### src/rtl/tpgs_pkg.sv
package tpgs_pkg;
  parameter int DIM_W     = 12;
  parameter int COL_W     = 8;
  parameter int BAND_LOG2 = 3;
  parameter int CELL_LOG2 = 3;
  localparam int PIX_W    = 3 * COL_W;

  typedef logic [DIM_W-1:0] dim_t;
  typedef logic [PIX_W-1:0] pix_t;

  localparam logic [1:0] A_CTRL   = 2'd0;
  localparam logic [1:0] A_WIDTH  = 2'd1;
  localparam logic [1:0] A_HEIGHT = 2'd2;
  localparam logic [1:0] A_PAT    = 2'd3;

  localparam int CTRL_GO   = 0;
  localparam int CTRL_AUTO = 7;

  localparam dim_t P_BARS    = dim_t'(0);
  localparam dim_t P_HRAMP   = dim_t'(1);
  localparam dim_t P_HVRAMP  = dim_t'(2);
  localparam dim_t P_CHECK   = dim_t'(3);
  localparam dim_t P_RAINBOW = dim_t'(4);

  // expand one bit per channel into a full-scale colour
  function automatic pix_t rgb_bits(input logic [2:0] b);
    return {{COL_W{b[2]}}, {COL_W{b[1]}}, {COL_W{b[0]}}};
  endfunction

  // band index = floor(2^BAND_LOG2 * x / w)
  function automatic logic [BAND_LOG2-1:0] bar_band(input dim_t x, input dim_t w);
    logic [DIM_W+BAND_LOG2-1:0] num, den, q;
    num = {x, {BAND_LOG2{1'b0}}};
    den = {{BAND_LOG2{1'b0}}, w};
    q   = num / den;
    return q[BAND_LOG2-1:0];
  endfunction

  function automatic pix_t bar_colour(input logic [2:0] band);
    case (band)
      3'd0: return rgb_bits(3'b111);
      3'd1: return rgb_bits(3'b110);
      3'd2: return rgb_bits(3'b011);
      3'd3: return rgb_bits(3'b010);
      3'd4: return rgb_bits(3'b101);
      3'd5: return rgb_bits(3'b100);
      3'd6: return rgb_bits(3'b001);
      default: return rgb_bits(3'b000);
    endcase
  endfunction

  function automatic pix_t pattern_pixel(input dim_t pat, input dim_t x,
                                         input dim_t y, input dim_t w);
    dim_t s;
    logic odd;
    s   = x + y;
    odd = x[CELL_LOG2] ^ y[CELL_LOG2];
    case (pat)
      P_BARS:    return bar_colour(3'(bar_band(x, w)));
      P_HRAMP:   return {3{x[COL_W-1:0]}};
      P_HVRAMP:  return {3{s[COL_W-1:0]}};
      P_CHECK:   return rgb_bits({3{odd}});
      P_RAINBOW: return {x[COL_W-1:0], y[COL_W-1:0], ~x[COL_W-1:0]};
      default:   return '0;
    endcase
  endfunction
endpackage

### src/rtl/tpgs_cfg.sv
module tpgs_cfg
  import tpgs_pkg::*;
#(
  parameter int DEF_W = 640,
  parameter int DEF_H = 480
) (
  input  logic             clk,
  input  logic             rst_n,
  input  logic             we,
  input  logic [1:0]       addr,
  input  logic [DIM_W-1:0] wdata,
  input  logic             frame_begin,
  output logic             auto_on,
  output logic             start_pend,
  output dim_t             act_w,
  output dim_t             act_h,
  output dim_t             act_pat
);
  localparam dim_t CTRL_MASK = dim_t'((1 << CTRL_GO) | (1 << CTRL_AUTO));

  dim_t stg_w, stg_h, stg_pat;
  logic ctrl_ok;

  assign ctrl_ok = we && (addr == A_CTRL) && ((wdata & ~CTRL_MASK) == '0);

  always_ff @(posedge clk) begin
    if (!rst_n) begin
      stg_w      <= dim_t'(DEF_W);
      stg_h      <= dim_t'(DEF_H);
      stg_pat    <= P_BARS;
      auto_on    <= 1'b0;
      start_pend <= 1'b0;
    end else begin
      if (we && addr == A_WIDTH)  stg_w   <= wdata;
      if (we && addr == A_HEIGHT) stg_h   <= wdata;
      if (we && addr == A_PAT)    stg_pat <= wdata;
      if (frame_begin) start_pend <= 1'b0;
      if (ctrl_ok) begin
        auto_on <= wdata[CTRL_AUTO];
        if (wdata[CTRL_GO]) start_pend <= 1'b1;
      end
    end
  end

  // geometry and pattern used by the generator, frozen per frame
  always_ff @(posedge clk) begin
    if (!rst_n) begin
      act_w   <= dim_t'(DEF_W);
      act_h   <= dim_t'(DEF_H);
      act_pat <= P_BARS;
    end else if (frame_begin) begin
      act_w   <= stg_w;
      act_h   <= stg_h;
      act_pat <= stg_pat;
    end
  end
endmodule

### src/rtl/tpgs_raster.sv
module tpgs_raster
  import tpgs_pkg::*;
(
  input  logic clk,
  input  logic rst_n,
  input  logic load,
  input  logic adv,
  input  dim_t w,
  input  dim_t h,
  output dim_t x,
  output dim_t y,
  output logic line_end,
  output logic frame_end
);
  assign line_end  = (x == w - dim_t'(1));
  assign frame_end = line_end && (y == h - dim_t'(1));

  always_ff @(posedge clk) begin
    if (!rst_n) begin
      x <= '0;
      y <= '0;
    end else if (load) begin
      x <= '0;
      y <= '0;
    end else if (adv) begin
      if (line_end) begin
        x <= '0;
        y <= y + dim_t'(1);
      end else begin
        x <= x + dim_t'(1);
      end
    end
  end
endmodule

### src/rtl/tpgs_colour.sv
module tpgs_colour
  import tpgs_pkg::*;
(
  input  dim_t pat,
  input  dim_t x,
  input  dim_t y,
  input  dim_t w,
  output pix_t pix
);
  assign pix = pattern_pixel(pat, x, y, w);
endmodule

### src/rtl/pattern_stream_src.sv
module pattern_stream_src
  import tpgs_pkg::*;
#(
  parameter int DEF_W = 640,
  parameter int DEF_H = 480
) (
  input  logic             clk,
  input  logic             rst_n,
  input  logic             cfg_we,
  input  logic [1:0]       cfg_addr,
  input  logic [DIM_W-1:0] cfg_wdata,
  output logic [PIX_W-1:0] m_tdata,
  output logic             m_tvalid,
  input  logic             m_tready,
  output logic             m_tuser,
  output logic             m_tlast,
  output logic             frame_done
);
  logic run_q, done_q;
  logic auto_on, start_pend;
  dim_t act_w, act_h, act_pat, x, y;
  logic line_end, frame_end;
  pix_t pix;

  // named events, also watched by the checker
  logic px_fire, frame_begin, keep_going;

  assign px_fire     = run_q && m_tready;
  assign keep_going  = auto_on || start_pend;
  assign frame_begin = (!run_q && start_pend) || (px_fire && frame_end && keep_going);

  tpgs_cfg #(.DEF_W(DEF_W), .DEF_H(DEF_H)) u_cfg (
    .clk(clk), .rst_n(rst_n), .we(cfg_we), .addr(cfg_addr), .wdata(cfg_wdata),
    .frame_begin(frame_begin), .auto_on(auto_on), .start_pend(start_pend),
    .act_w(act_w), .act_h(act_h), .act_pat(act_pat)
  );

  tpgs_raster u_raster (
    .clk(clk), .rst_n(rst_n), .load(frame_begin), .adv(px_fire),
    .w(act_w), .h(act_h), .x(x), .y(y),
    .line_end(line_end), .frame_end(frame_end)
  );

  tpgs_colour u_colour (
    .pat(act_pat), .x(x), .y(y), .w(act_w), .pix(pix)
  );

  always_ff @(posedge clk) begin
    if (!rst_n) begin
      run_q  <= 1'b0;
      done_q <= 1'b0;
    end else if (frame_begin) begin
      run_q  <= 1'b1;
      done_q <= 1'b0;
    end else if (px_fire && frame_end) begin
      run_q  <= 1'b0;
      done_q <= 1'b1;
    end
  end

  assign m_tvalid   = run_q;
  assign m_tdata    = pix;
  assign m_tuser    = run_q && (x == '0) && (y == '0);
  assign m_tlast    = run_q && line_end;
  assign frame_done = done_q;
endmodule

### config.mk
export PLATFORM = sky130hd
export DESIGN_NAME = pattern_stream_src
export DESIGN_NICKNAME = d
export VERILOG_FILES = /design/src/rtl/tpgs_pkg.sv /design/src/rtl/tpgs_cfg.sv /design/src/rtl/tpgs_raster.sv /design/src/rtl/tpgs_colour.sv /design/src/rtl/pattern_stream_src.sv
export SDC_FILE = /design/constraint.sdc
export NUM_CORES = 1
export LEC_CHECK = 0
export BUFFER_PORTS_ARGS = -buffer_cell sky130_fd_sc_hd__buf_4
export CORE_MARGIN = 2
export CORE_UTILIZATION = 65
export CTS_BUF_LIST = sky130_fd_sc_hd__clkbuf_16
export CTS_CLUSTER_DIAMETER = 100
export DETAILED_ROUTE_END_ITERATION = 10
export PLACE_DENSITY = 0.8
export SLEW_MARGIN = 20
export SYNTH_ARGS = -nofsm -noshare
export SYNTH_HDL_FRONTEND = slang
export SYNTH_HIERARCHICAL = 1
export SYNTH_SLANG_ARGS = --single-unit
### constraint.sdc
create_clock -name clk -period 51.9 [get_ports clk]
set_input_delay 2.595 -clock clk [delete_from_list [all_inputs] [get_ports clk]]
set_output_delay 2.595 -clock clk [all_outputs]
set_load 0.02 [all_outputs]
==> reports/qor.yml <==
io_buffers: 45
path_depth: 105
place_ws_ns: 22.27
crit_path_end: "m_tdata[4]"
cts_setup_buffers: 0
crit_arrival_ns: 27.66
period_share: 0.5829
synth_top_cells_by_count: "nand2_1 (188), ha_1 (124), nor2_1 (111)"
synth-seq-cells: 100
rows: 48
synth-edff-count: 0
regToRegSetupSlack_ns: 47.44
cts_max_path_buffers: 2
cts_tree: "built"
wl_per_cell_um: 17.91
synth_area_um2: 11660
drt-total-wl_um: 31200
grt_antenna_before_repair: 0
setup-violations-final: 0
slew_headroom: 0.2393
fin_tns_setup_ns: 0
hp-class: "flip-flop to flip-flop"
cts_buffers: 9
synthFlopType: "dfxtp_1"
maxCapViolCount: 0
synth_top_cell_by_area: "dfxtp_1"
r2r_cells: 15
critPathMaxStageDelay_ns: 0.77
grt_pass1_wl_um: 50250
post-route-cell-area_um2: 12380
critPathTopFamily: "compound AO/OA/AOI/OAI gates"
hold_ws_ns: 0.4577
slowest_stage: "nor2_1"
syn_avg_cell_area_um2: 7.750
cts_root_buffer: "clkbuf_16"
synth_mux_area_frac: 0.08663
cts_hold_buf: 0
synthAdderAreaFrac: 0.1365
htree_levels: 3
netlist_instances: 1504
cp-startpoint: "u_cfg/act_w[0]"
crit_buf_inv: 6
timing.rr.start: "u_cfg/act_w[0]"
worst_ep_required_time_ns: 49.31
outcome: "completed"
diodes: 0
synth_top_family_by_area: "simple AND/OR/NAND/NOR gates"
synthArstFlopShare: 0
yosysWarnings: 6
critPathKind: "flip-flop to output port"
hold_violations: 0
clk_pin_slew_ns: 0.07
grt_pass1_vias: 10460
drv_slew: 0
drc: 0
rr_endpoint: "u_raster/x[0]"
drive_gt1_frac: 0.09361
grt_max_degree: 81
placed_cells: 1725
yosysTopAreaCellShare: 0.1717
cts.sinks: 100
crit_top_cell: "ha_1"
fin_nets: 1656
vias: 11320
start_util: 0.6693
ys_seq_area_frac: 0.1717
gp_congestion: 0.9537
worst_pin_slew_ns: 1.139
instances_no_fill: 1742
dp_hpwl_um: 23650
grt.total_usage: 0.3272
insertion_delay_ns: 0.34
fp.dieH_um: 137.9
power_density_nw_per_um2: 12.23
syn-num-nets: 1648
cp-start-kind: "flip-flop"
use_met3: 0.03436
use_met1: 0.4222
core_um2: 17420
synthSimpleGateAreaFrac: 0.2552
viasPerCell: 6.495
io_pins: 46
yosys.area_share.xor_xnor: 0.07782
power_leakage_nw: 5.091
worst_slack_ns: 21.65
ys_types: 96
netlist_top_cells_area: "dfxtp_1 (17%), ha_1 (13%), nand2_1 (6.1%), mux2i_1 (5.4%), xnor2_1 (4.9%)"
initialDrtViolationCount: 859
overflow: 0
use_met2: 0.5539
post_dp_cell_area_um2: 12070
yosysMostFrequentCell: "nand2_1"
ant_nets: 0
busiest_layer: "met2"
vdd_ir_drop_max_v: 0.00002330
die_w_um: 137.9
syn_to_final_growth_pct: 6.215
crit_path_max_fanout: 21
fin_skew_ns: 0.006289
max_freq_mhz: 33.05
firstDrtPassIters: 5
fin_crit_ns: 30.25
rsz0062_at_grt: "false"
cts-resized-gates: 0
synth-compound-area-share: 0.2313
die_area_um2: 19020
end_kind: "output port"
-- tightest hold or removal path: cells and delay by family (launching register included) --
kind | cells | cell delay, ns
simple gates | 1 | 0.05
flops | 1 | 0.31
compound gates | 1 | 0.05
-- logic make-up after synthesis --
logic type | count (synthesis)
AO/OA/AOI/OAI | 390
XOR/XNOR | 102
adder cells (fa/ha/maj) | 126
buffers and inverters | 108
flip-flops | 100
multiplexers | 96
AND/OR/NAND/NOR | 582
-- metrics by stage --
step,power (mW),utilization
finish,0.1514,0.7108
global route,0.1565,0.7108
CTS,0.1527,0.7099
detailed placement,0.08617,0.6927
global placement,0.08606,0.6927
floorplan,0.08380,-
-- per-layer routing --
metal,vias up,wire [um]
met5,-,0
met4,0,1174
met3,86,1930
met2,423,14600
met1,5253,13490
li1,5553,-
-- worst min-delay path by stage --
stage,start,to,slack (ns),cells past startpoint
CTS,u_cfg/stg_w[3],u_cfg/stg_w[3],0.46,2
floorplan,u_cfg/stg_h[0],u_cfg/stg_h[0],0.43,2
finish,u_cfg/stg_pat[10],u_cfg/stg_pat[10],0.46,2
global placement,u_cfg/stg_w[5],u_cfg/stg_w[5],0.44,2
detailed placement,u_cfg/stg_w[3],u_cfg/stg_w[3],0.45,2
global route,u_cfg/stg_w[6],u_cfg/stg_w[6],0.48,2
-- report_power, final --
group	switching [mW]	internal [mW]	leakage, nW
clock network	0.0291	0.0378	0.152
logic	0.00352	0.00263	4.13
registers	0.000625	0.0777	0.809
total	0.0333	0.118	5.09
-- flip-flops by register name (all words and copies together), names as in the netlist, 12 cells and up --
register and cells:
u_cfg/act_h 12, u_cfg/act_pat 12, u_cfg/act_w 12, u_cfg/stg_h 12, u_cfg/stg_pat 12, u_cfg/stg_w 12, u_raster/x 12, u_raster/y 12
-- layout make-up --
cell class | instances | area [um2]
timing repair buffer | 51 | 386.6
inverter | 54 | 202.7
sequential | 100 | 2002
clock inverter | 7 | 73.82
multi-input combinational | 1296 | 9209
tap | 225 | 281.5
clock buffer | 9 | 225.2
fill | 1489 | 5036
-- layout by cell type (no fill, tap or decap), types with 22 or more instances in the layout --
| cell | synthesis | routed |
|---|---|---|
| a21boi_1 | 24 | 25 |
| a21o_1 | 40 | 40 |
| a21oi_1 | 96 | 95 |
| buf_4 | 3 | 50 |
| dfxtp_1 | 100 | 100 |
| ha_1 | 124 | 124 |
| inv_1 | 54 | 55 |
| mux2_2 | 30 | 30 |
| mux2i_1 | 63 | 63 |
| nand2_1 | 188 | 188 |
| nand2b_1 | 23 | 23 |
| nand3_1 | 39 | 39 |
| nand4_1 | 22 | 22 |
| nor2_1 | 111 | 111 |
| nor2b_1 | 48 | 47 |
| nor3_1 | 47 | 47 |
| nor4_1 | 26 | 25 |
| o21a_1 | 33 | 33 |
| o21ai_0 | 60 | 59 |
| xnor2_1 | 65 | 65 |
| xor2_1 | 36 | 36 |
Power figures use the tool's default switching activity.
